## config.mk

```make
export PLATFORM = sky130hd
export DESIGN_NAME = frac_pwm_channel
export DESIGN_NICKNAME = d
export VERILOG_FILES = /design/src/rtl/pwm_frac_pkg.sv /design/src/rtl/pwm_frac_ctrl.sv /design/src/rtl/pwm_frac_datapath.sv /design/src/rtl/frac_pwm_channel.sv
export SDC_FILE = /design/constraint.sdc
export NUM_CORES = 1
export LEC_CHECK = 0
export BUFFER_PORTS_ARGS = -buffer_cell sky130_fd_sc_hd__clkbuf_2
export CAP_MARGIN = 20
export CORE_AREA = 8 8 99 101
export CTS_CLUSTER_DIAMETER = 40
export DETAILED_ROUTE_END_ITERATION = 8
export DIE_AREA = 0 0 107 109
export PLACE_DENSITY_LB_ADDON = 0.12
export SYNTH_ARGS = -nofsm -noshare
export SYNTH_HDL_FRONTEND = slang
export SYNTH_SLANG_ARGS = --single-unit
```

## constraint.sdc

```tcl
create_clock -name clk -period 2.6 [get_ports clk]
set_clock_uncertainty 0.15 [all_clocks]
set_input_delay 0.13 -clock clk [delete_from_list [all_inputs] [get_ports clk]]
set_output_delay 0.13 -clock clk [all_outputs]
set_load 0.05 [all_outputs]
```

## src/rtl/pwm_frac_pkg.sv

```systemverilog
package pwm_frac_pkg;
  localparam int ENABLE_BIT = 31;
  localparam int UPDATE_BIT = 30;
  localparam int CODE_W     = 8;

  typedef struct packed {
    logic loadActive;  // copy shadow timing into active copies
    logic clearAcc;    // force accumulator to zero
  } pwmStrobeT;
endpackage

```

## src/rtl/pwm_frac_ctrl.sv

```systemverilog
module pwm_frac_ctrl
  import pwm_frac_pkg::*;
#(
  parameter int BASE_BITS = 10
) (
  input  logic                 clk,
  input  logic                 rst,
  input  logic                 wrEn,
  input  logic [31:0]          wrData,
  input  logic                 cycleStart,
  input  logic                 activeBaseZero,
  output pwmStrobeT            strobe,
  output logic                 enQ,
  output logic [BASE_BITS-1:0] shadowBase,
  output logic [CODE_W-1:0]    shadowDiv,
  output logic [31:0]          rdData
);
  localparam int BASE_LSB = CODE_W;
  localparam int BASE_MSB = CODE_W + BASE_BITS - 1;
  localparam int PAD_W    = UPDATE_BIT - BASE_MSB - 1;

  logic flagQ;
  logic applyNow;
  logic unusedPad;

  assign unusedPad = ^wrData[UPDATE_BIT-1:BASE_MSB+1];

  // transfer: idle channel, or pending request at a carry / with frozen step
  assign applyNow = !enQ || (flagQ && (cycleStart || activeBaseZero));

  always_comb begin
    strobe.loadActive = applyNow;
    strobe.clearAcc   = !enQ;
  end

  always_ff @(posedge clk) begin
    if (rst) begin
      enQ        <= 1'b0;
      flagQ      <= 1'b0;
      shadowBase <= '0;
      shadowDiv  <= '0;
    end else begin
      if (applyNow) flagQ <= 1'b0;
      if (wrEn) begin
        enQ <= wrData[ENABLE_BIT];
        if (wrData[UPDATE_BIT]) flagQ <= 1'b1;
        if (!flagQ) begin
          shadowBase <= wrData[BASE_MSB:BASE_LSB];
          shadowDiv  <= wrData[CODE_W-1:0];
        end
      end
    end
  end

  assign rdData = {enQ, flagQ, {PAD_W{1'b0}}, shadowBase, shadowDiv};
endmodule

```

## src/rtl/pwm_frac_datapath.sv

```systemverilog
module pwm_frac_datapath
  import pwm_frac_pkg::*;
#(
  parameter int BASE_BITS = 10
) (
  input  logic                 clk,
  input  logic                 rst,
  input  pwmStrobeT            strobe,
  input  logic                 enable,
  input  logic [BASE_BITS-1:0] shadowBase,
  input  logic [CODE_W-1:0]    shadowDiv,
  output logic                 cycleStart,
  output logic                 activeBaseZero,
  output logic [BASE_BITS-1:0] accQ,
  output logic [CODE_W-1:0]    activeDiv,
  output logic                 pwmOut
);
  logic [BASE_BITS-1:0] activeBase;
  logic [BASE_BITS:0]   accSum;
  logic [CODE_W-1:0]    cyclePos;

  assign accSum         = {1'b0, accQ} + {1'b0, activeBase};
  assign cycleStart     = enable && accSum[BASE_BITS];
  assign activeBaseZero = (activeBase == '0);
  assign cyclePos       = accQ[BASE_BITS-1 -: CODE_W];
  assign pwmOut         = enable && (cyclePos > activeDiv);

  always_ff @(posedge clk) begin
    if (rst) begin
      accQ       <= '0;
      activeBase <= '0;
      activeDiv  <= '0;
    end else begin
      if (strobe.clearAcc) accQ <= '0;
      else                 accQ <= accSum[BASE_BITS-1:0];
      if (strobe.loadActive) begin
        activeBase <= shadowBase;
        activeDiv  <= shadowDiv;
      end
    end
  end
endmodule

```

## src/rtl/frac_pwm_channel.sv

```systemverilog
module frac_pwm_channel
  import pwm_frac_pkg::*;
#(
  parameter int BASE_BITS = 10
) (
  input  logic        clk,
  input  logic        rst,
  input  logic        wrEn,
  input  logic [31:0] wrData,
  output logic [31:0] rdData,
  output logic        pwmOut
);
  generate
    if (BASE_BITS < CODE_W || BASE_BITS > 21) begin : g_badWidth
      $error("BASE_BITS must lie in 8..21");
    end
  endgenerate

  pwmStrobeT            strobe;
  logic                 enQ;
  logic                 cycleStart;
  logic                 activeBaseZero;
  logic [BASE_BITS-1:0] shadowBase;
  logic [CODE_W-1:0]    shadowDiv;
  logic [BASE_BITS-1:0] accQ;
  logic [CODE_W-1:0]    activeDiv;

  pwm_frac_ctrl #(.BASE_BITS(BASE_BITS)) u_ctrl (
    .clk(clk), .rst(rst), .wrEn(wrEn), .wrData(wrData),
    .cycleStart(cycleStart), .activeBaseZero(activeBaseZero),
    .strobe(strobe), .enQ(enQ), .shadowBase(shadowBase),
    .shadowDiv(shadowDiv), .rdData(rdData)
  );

  pwm_frac_datapath #(.BASE_BITS(BASE_BITS)) u_dp (
    .clk(clk), .rst(rst), .strobe(strobe), .enable(enQ),
    .shadowBase(shadowBase), .shadowDiv(shadowDiv),
    .cycleStart(cycleStart), .activeBaseZero(activeBaseZero),
    .accQ(accQ), .activeDiv(activeDiv), .pwmOut(pwmOut)
  );
endmodule

```

* Yosys cells after proc, flatten, opt, wreduce, memory -nomap -nowiden *
Index checks and enable logic that the tools add are counted.

storage, ports and cells
  logic and storage cells = 23
  bits of input ports = 35
  bits in registers = 48
  output and inout port bits = 33

cells by class
  bitwise logic cells = 2
  reduce and logical (&&, ||, !) cells = 9
  magnitude comparators = 1
  muxes and demuxes = 3
  add/sub/neg operators = 1

operators by type and width
  cell                 number
  $add A10 B10 Y11     1
  $logic_not A10 Y1    1
  $gt A8 B8 Y1         1
  $logic_and A1 B1 Y1  3
  $mux W1              3
  $logic_or A1 B1 Y1   2
  $not A1 Y1           2
  $reduce_and A2 Y1    1
  $reduce_or A2 Y1     1
  $logic_not A1 Y1     1

* Longest topological paths before layout *
Gate-level depths: netlist of run 1.

  depth in word-level cells = 8
  gate-level depth with buffers = 10
  mapped depth without buffers = 8

* By module *
Synthesis of run 1 repeated with hierarchy kept, for this count alone.

unflattened totals
  cell total of the unflattened synthesis = 288
  area, all modules = 2,617.5 µm²

modules (own cells, without submodules)
  module             sequential area each (µm²)  area an instance (µm²)  cells each  instances
  pwm_frac_datapath  560.5                       1,519.0                 164         1
  pwm_frac_ctrl      400.4                       1,098.6                 124         1

* Worst setup path after synthesis of run 1 *
OpenSTA, ideal clock, no wires.

  path kind = reg2out
  start point = reg u_dp.activeDiv[1]
  end point = out pwmOut
  cell stages (with the launch flop) = 8
  path buffers = 0
  required time = 2.320 ns
  setup slack = 0.099 ns
  arrival = 2.221 ns
  path through = dfxtp_1 inv_1 ha_1 nor2b_1 o21a_1 o21a_1 o21ai_1 a221oi_1

on the way
  cells in the longest elaborated chain, start to end = 2

RTL lines
  item                    line                     text
  from (decl)             pwm_frac_datapath.sv:15  output logic [CODE_W-1:0] activeDiv,
  from (signal assigned)  pwm_frac_datapath.sv:38  activeDiv <= shadowDiv;
  $gt A8 B8 Y1            pwm_frac_datapath.sv:26  assign pwmOut = enable && (cyclePos > activeDiv);
  $logic_and A1 B1 Y1     pwm_frac_datapath.sv:26
  to (decl)               frac_pwm_channel.sv:11   output logic pwmOut

Every way passes these cells.

* Worst setup path in the final report of run 1 *
  start point = reg u_dp.activeBase[0]
  end point = reg u_dp.activeDiv[5]

on the way
  cells in the longest elaborated chain, start to end = 5
  elaborated cells between the ends (all ways) = 6
  classes of those cells = add/sub (1); reduce/logical (5)

RTL lines
  item                     line                     text
  from (decl)              pwm_frac_datapath.sv:18  logic [BASE_BITS-1:0] activeBase;
  from (signal assigned)   pwm_frac_datapath.sv:37  activeBase <= shadowBase;
  $add A10 B10 Y11         pwm_frac_datapath.sv:22  assign accSum = {1'b0, accQ} + {1'b0, activeBase};
  $logic_and A1 B1 Y1      pwm_frac_datapath.sv:23  assign cycleStart = enable && accSum[BASE_BITS];
  $logic_or A1 B1 Y1 (*)   pwm_frac_ctrl.sv:29      assign applyNow = !enQ || (flagQ && (cycleStart || activeBaseZero));
  $logic_and A1 B1 Y1 (*)  pwm_frac_ctrl.sv:29
  $logic_or A1 B1 Y1 (*)   pwm_frac_ctrl.sv:29

Mark *: on every way between the ends. The rest lies on a longest branch, timed or not.
A chain may end at the register's enable or synchronous reset.

==> run_results.csv, run 1 <==
group,metric,value,unit
placed_design,dpl_cell_area,2850,µm²
logic_synthesis,synth_area_per_cell,8.92,µm²
logic_synthesis,postSynthCellCount,287,
floorplan,rows,34,
cts,cts_root_buf,"clkbuf_8",
finish,fin_nets,406,
routing,vias,2031,
timing,fmax,405,MHz
critical_path,crit_fanout,9,
floorplan,coreArea,8380,µm²
logic_synthesis,synth_seq_cells,48,
logic_synthesis,ys_warn_count,0,
timing,fin_setup_tns,0,ps
timing,period_minus_slack,2470,ps
floorplan,dieWidth,107,µm
logic_synthesis,synth_top_area_share,37.5,%
floorplan,die_h,109,µm
pwr,leakagePower,1.47,nW
grt,grt_pass1_wl,10.1,mm
logic_synthesis,async_reset_ff_share,0,%
cts,h-tree-depth,2,
placed_design,dp_hpwl,4.62,mm
logic_synthesis,synth_flop_cell,"dfxtp_1",
placed_design,port_buffers,43,
grt,antenna_found_initial,0,
timing,finalMaxSlewViolations,0,
cts,tritoncts,"done",
floorplan,design.die.area,11700,µm²
timing,setup_viol,0,
floorplan,io_pins,68,
placed_design,numPlacedInstances,430,
cts,clk_pin_slew_worst_paths,90,ps
status,outcome,"finished, final reports clean",
logic_synthesis,synth_edf_count,0,
finish,final_cells,460,
critical_path,worstPathCellList,"ha_2, inv_1, fa_1, and2b_1, o2111ai_1, a211o_1, a2bb2oi_4, clkbuf_16, mux2i_1",
critical_path,crit_slowest_cell,"fa_1",
timing,slew_headroom,49.9,%
logic_synthesis,synth.yosys.seq_area_share,37.5,%
placed_design,place_congestion,0.755,
routing,dr.first_iter.drc_count,64,
pwr,power_density,496,nW/µm²
timing,finalHoldViolCount,0,
pwr,irDropWorstVdd,0.000293,V
logic_synthesis,syn_area,2560,µm²
timing,rsz0062_at_grt,"no",
routing,postRouteWirelength,6.25,mm
finish,antenna_cells,0,
routing,route.detailed.wl_per_inst,13.6,µm
logic_synthesis,netlist.top_cell.by_area,"dfxtp_1",
logic_synthesis,ys_top_cells_by_area,"dfxtp_1 (38%), nand2b_1 (9.5%), ha_1 (8.8%)",
pwr,fin_total_pwr,0.00158,W
finish,drive_above_1_share,18.5,%
routing,drc,0,
timing,tightest_slew,751,ps
worst_hold_path,hp-class,"in2reg",
critical_path,crit_type,"reg2reg",
grt,grt.overflow.total,0,
critical_path,required,2680,ps
timing,layout_worst_path_cycle_share,95.0,%
cts,clkSinkCount,48,
critical_path,cpPeakStageDelay,380,ps
cts,numCtsBuffers,5,
finish,fin_area,3190,µm²
grt,grt_start_max_net_pins,41,
routing,routed_via_density,4.42,
grt,grt_usage,10.9,%
critical_path,worstSetupStartpointType,"flop",
finish,area_growth,24.5,%
logic_synthesis,ys_types,41,
floorplan,start_util,30.6,%
critical_path,arrival,2560,ps
routing,dr.pass1.iters,4,
critical_path,crit_path_end_kind,"flop",
grt,grt_pass1_vias,2009,
cts,insertion_delay,300,ps
routing,ant_nets,0,
cts,clockBufferDepth,2,
run,cap_violations,0,
[state kept, by name, indices dropped and copies added (netlist names)]
signal             cells
u_dp.accQ             10
u_ctrl.shadowBase     10
u_dp.activeBase       10
u_ctrl.shadowDiv       8
u_ctrl.enQ             1
u_dp.activeDiv         8
u_ctrl.flagQ           1
[synthesized netlist by cell type, types with 2 or more instances]
library cell / number
o21ai_1: 3
inv_1: 14
dfxtp_1: 48
ha_1: 18
nand2b_1: 39
nand2_1: 39
clkbuf_1: 11
or4_1: 2
xnor2_1: 3
a21oi_1: 24
nor2_1: 8
o21a_1: 4
a211oi_1: 3
nor3_1: 4
buf_4: 14
and4_1: 2
a21o_1: 6
nor2b_1: 3
mux2i_1: 19
a211o_1: 2
[final timing paths]
kind / slack (ps) / to / start / depth (start not counted)
max: 130 / u_dp.activeDiv[5]$_SDFFE_PP0P_ / u_dp.activeBase[0]$_SDFFE_PP0P_ / 9
min: 60 / u_ctrl.shadowDiv[2]$_SDFFE_PP0P_ / rst / 2
max reg2reg: 130 / u_dp.activeDiv[5]$_SDFFE_PP0P_ / u_dp.activeBase[0]$_SDFFE_PP0P_ / 9
min reg2reg: 330 / u_dp.activeDiv[3]$_SDFFE_PP0P_ / u_dp.activeDiv[3]$_SDFFE_PP0P_ / 2
[power by group]
group	internal [W]	leakage, nW	switching (W)
clock network	0.000183	0.0400	0.000258
logic	0.000135	1.04	0.000213
registers	0.000766	0.392	0.0000269
[metal layers]
| metal | track usage (%) | vias to the layer above | wire length (µm) |
|---|---|---|---|
| met5 | 0 | - | 0 |
| met4 | 3.32 | 0 | 75 |
| met3 | 2.66 | 6 | 261 |
| met2 | 17.5 | 48 | 2790 |
| met1 | 14.2 | 907 | 3120 |
| li1 | - | 1070 | - |
[metrics by stage]
step | hold slack, ps | utilization, % | worst slack [ps]
after global placement | 203 | 34.0 | 91.5
after floorplan | 113 | - | 98.6
after detailed placement | 207 | 34.0 | 84.7
after CTS | 67.4 | 37.6 | 44.3
after global routing | 82.4 | 38.1 | 8.87
final | 63.6 | 38.1 | 129
[logic make-up after synthesis]
logic type	Yosys count	share of synthesized area, %
compound gates	52	13.4
fa+ha+maj	19	9.58
xor+xnor	4	1.37
buf+inv	41	8.99
simple gates	103	21.5
flops	48	37.5
other cells	1	0.146
mux	19	7.43
[timing repair]
item,4_1_cts,5_1_grt
gates resized for setup,0,3
setup endpoints to repair,0,18
endpoints found under the hold margin,20,0
hold buffers,22,0
buffers inserted,0,0
[cell usage in the layout, fill, tap and decap left out, types with 3 or more instances in the layout]
cell	count
dfxtp_1	47
clkbuf_2	43
nand2_1	39
nand2b_1	39
a21oi_1	24
dlygate4sd3_1	22
mux2i_1	19
ha_1	17
inv_1	14
conb_1	12
nor2_1	8
buf_4	7
a21o_1	6
clkbuf_8	5
o21a_1	4
nor3_1	4
nor2b_1	3
o21ai_1	3
a211oi_1	3
xnor2_1	3
[worst max-delay path, delay by kind of cell (launching register included)]
family / cells / cell delay, ps
and+or+nand+nor: 1 / 230
AOI/OAI and AO/OA: 3 / 680
buffers and inverters: 2 / 250
adders and majority gates: 2 / 570
muxes: 1 / 170
DFF: 1 / 350
[final cells by class]
cell class | count | area [µm²]
clock buffers | 5 | 68.8
clock inverters | 2 | 12.5
fillers | 875 | 5190
inverters | 14 | 52.6
multi-input cells | 209 | 1430
flip-flops and latches | 48 | 962
well taps | 108 | 135
repair buffers | 74 | 533
Note: power is estimated with default switching activity, not from simulation.
==> run 2: changes to the inputs <==
--- a/config.mk
+++ b/config.mk
@@ -7,10 +7,10 @@
 export LEC_CHECK = 0
 export BUFFER_PORTS_ARGS = -buffer_cell sky130_fd_sc_hd__clkbuf_2
 export CAP_MARGIN = 20
-export CORE_AREA = 8 8 99 101
+export CORE_AREA = 2 2 93 95
 export CTS_CLUSTER_DIAMETER = 40
 export DETAILED_ROUTE_END_ITERATION = 8
-export DIE_AREA = 0 0 107 109
+export DIE_AREA = 0 0 95 97
 export PLACE_DENSITY_LB_ADDON = 0.12
 export SYNTH_ARGS = -nofsm -noshare
 export SYNTH_HDL_FRONTEND = slang
==> run 2 against run 1 <==
Largest cell class unchanged. Design area increased by 3.1%. Worst hold slack improved by 160 ps. Global-route usage increased by 2.3 points. Critical path type unchanged. Die area decreased by 21%. First-iteration DRC count decreased by 17%. Clock power increased by 45%. Highest routed layer unchanged. Sequential power about the same. Combinational power increased by 5.8%.
==> run_results.csv, run 2 (synthesis results as in run 1) <==
group,metric,value,unit
critical_path,cpPeakStageDelay,540,ps
grt,grt.overflow.total,0,
floorplan,dieWidth,95,µm
finish,drive_above_1_share,19.8,%
floorplan,start_util,31.5,%
pwr,intPower,0.00129,W
worst_hold_path,min_delay_path_depth,3,
finish,reg_top3,"u_ctrl.shadowBase: 10 flops, u_dp.accQ: 10 flops, u_dp.activeBase: 10 flops",
critical_path,cp.depth,8,
pwr,swShare,28.1,%
pwr,power_frac_seq,44.1,%
cts,cts_root_buf,"clkbuf_8",
floorplan,design.die.area,9220,µm²
pwr,fin_total_pwr,0.00180,W
placed_design,place_congestion,0.701,
pwr,irDropWorstVdd,0.000274,V
critical_path,required,2640,ps
pwr,p_sw,0.000506,W
placed_design,dp_hpwl,4.24,mm
routing,ant_nets,0,
placed_design,dpl_cell_area,2840,µm²
floorplan,die_h,97,µm
critical_path,crit_type,"reg2reg",
grt,grt_pass1_vias,1931,
critical_path,crit_family,"compound AO/OA/AOI/OAI gates",
finish,antenna_cells,0,
placed_design,port_buffers,43,
status,outcome,"finished, final reports clean",
routing,dr.first_iter.drc_count,53,
routing,vias,2066,
cts,tritoncts,"done",
pwr,combPwrFrac,20.4,%
routing,dr.pass1.iters,4,
timing,setup_viol,0,
routing,postRouteWirelength,6.02,mm
pwr,clkPwrFrac,35.6,%
grt,grt_pass1_wl,9.62,mm
cts,insertion_delay,300,ps
finish,layout_common_cells,"dfxtp_1 (47), clkbuf_2 (43), nand2_1 (39), nand2b_1 (39), a21oi_1 (24)",
finish,fin_area,3290,µm²
critical_path,worstPathCellList,"ha_1, a21o_1, a21o_1, a2111oi_2, a2bb2oi_4, buf_12, clkbuf_16, mux2i_1",
routing,route.detailed.wl_per_inst,13.1,µm
critical_path,crit_fanout,5,
critical_path,crit_top_cell,"a21o_1",
critical_path,cp_num_buf_inv,2,
finish,area_growth,28.4,%
worst_hold_path,hp-class,"in2reg",
critical_path,worstSetupStartpointType,"flop",
critical_path,crit_slowest_cell,"a2111oi_2",
pwr,power_density,547,nW/µm²
finish,final_common_cell,"dfxtp_1",
timing,period_minus_slack,2550,ps
cts,clkSinkCount,48,
routing,routed_via_density,4.50,
timing,slew_headroom,45.5,%
cts,clk_pin_slew_worst_paths,90,ps
critical_path,rr_worst_depth,8,
floorplan,coreArea,8130,µm²
run,cap_violations,0,
timing,finalMaxSlewViolations,0,
timing,fmax,393,MHz
timing,layout_worst_path_cycle_share,97.9,%
finish,nFillCells,823,
timing,holdWs,225,ps
floorplan,rows,33,
timing,tightest_slew,817,ps
pwr,leakagePower,1.52,nW
cts,h-tree-depth,2,
grt,grt_start_max_net_pins,57,
grt,grt_usage,13.2,%
grt,antenna_found_initial,0,
critical_path,crit_path_end_kind,"flop",
cts,numCtsBuffers,5,
floorplan,io_pins,68,
cts,clockBufferDepth,2,
finish,fin_nets,408,
critical_path,arrival,2590,ps
timing,finalHoldViolCount,0,
routing,drc,0,
## run 2: worst paths after layout
path / start / end / slack (ps)
setup / recovery: u_dp.activeBase[7]$_SDFFE_PP0P_ / u_dp.activeDiv[2]$_SDFFE_PP0P_ / 50
hold / removal: rst / u_ctrl.enQ$_SDFFE_PP0P_ / 230
setup reg to reg: u_dp.activeBase[7]$_SDFFE_PP0P_ / u_dp.activeDiv[2]$_SDFFE_PP0P_ / 50
hold reg to reg: u_dp.activeDiv[4]$_SDFFE_PP0P_ / u_dp.activeDiv[4]$_SDFFE_PP0P_ / 320
## run 2: metal layers
layer	routed length, µm	up-vias	global-route usage, %
met2	2730	44	20.6
li1	-	1079	-
met5	0	-	0
met1	3040	935	18.6
met3	167	8	2.41
met4	89	0	3.68
## run 2: power groups by stage
stage,Sequential (W),Clock [W],Combinational [W]
2_1_floorplan,0.000859,0,0.000207
3_3_place_gp,0.000811,0,0.000307
3_5_place_dp,0.000811,0,0.000309
4_1_cts,0.000794,0.000660,0.000334
5_1_grt,0.000799,0.000684,0.000395
6_report,0.000794,0.000640,0.000367
## run 2: area by class of cell
type	count	area, µm²	share of cell area, %
clock inverter	2	60.1	1.83
sequential	48	962	29.3
clock buffer	5	68.8	2.09
tap	105	131	4.00
multi-input combinational	209	1430	43.6
timing repair buffer	76	579	17.6
inverter	14	52.6	1.60
## run 2: per-stage QoR
stage | setup slack, ps | instances | utilization (%) | TNS, ps
floorplan | 98.6 | 298 | - | 0
global placement | 80.0 | 427 | 35.0 | 0
detailed placement | 68.0 | 427 | 35.0 | 0
global route | -51.6 | 459 | 40.4 | -398
CTS | 33.6 | 455 | 39.1 | 0
finish | 54.3 | 459 | 40.4 | 0
## run 2: worst reg2reg max path: stages (launching register included)
cell	delay, ps
dfxtp_1	460
ha_1	330
a21o_1	230
a21o_1	200
a2111oi_2	540
a2bb2oi_4	120
buf_12	160
clkbuf_16	160
mux2i_1	120
## run 2: timing repair
action                     in CTS  in global routing
setup endpoints to repair       0                 18
hold endpoints to repair       20                  0
buffers inserted                0                  1
hold buffers                   21                  0
gates resized for setup         0                  5
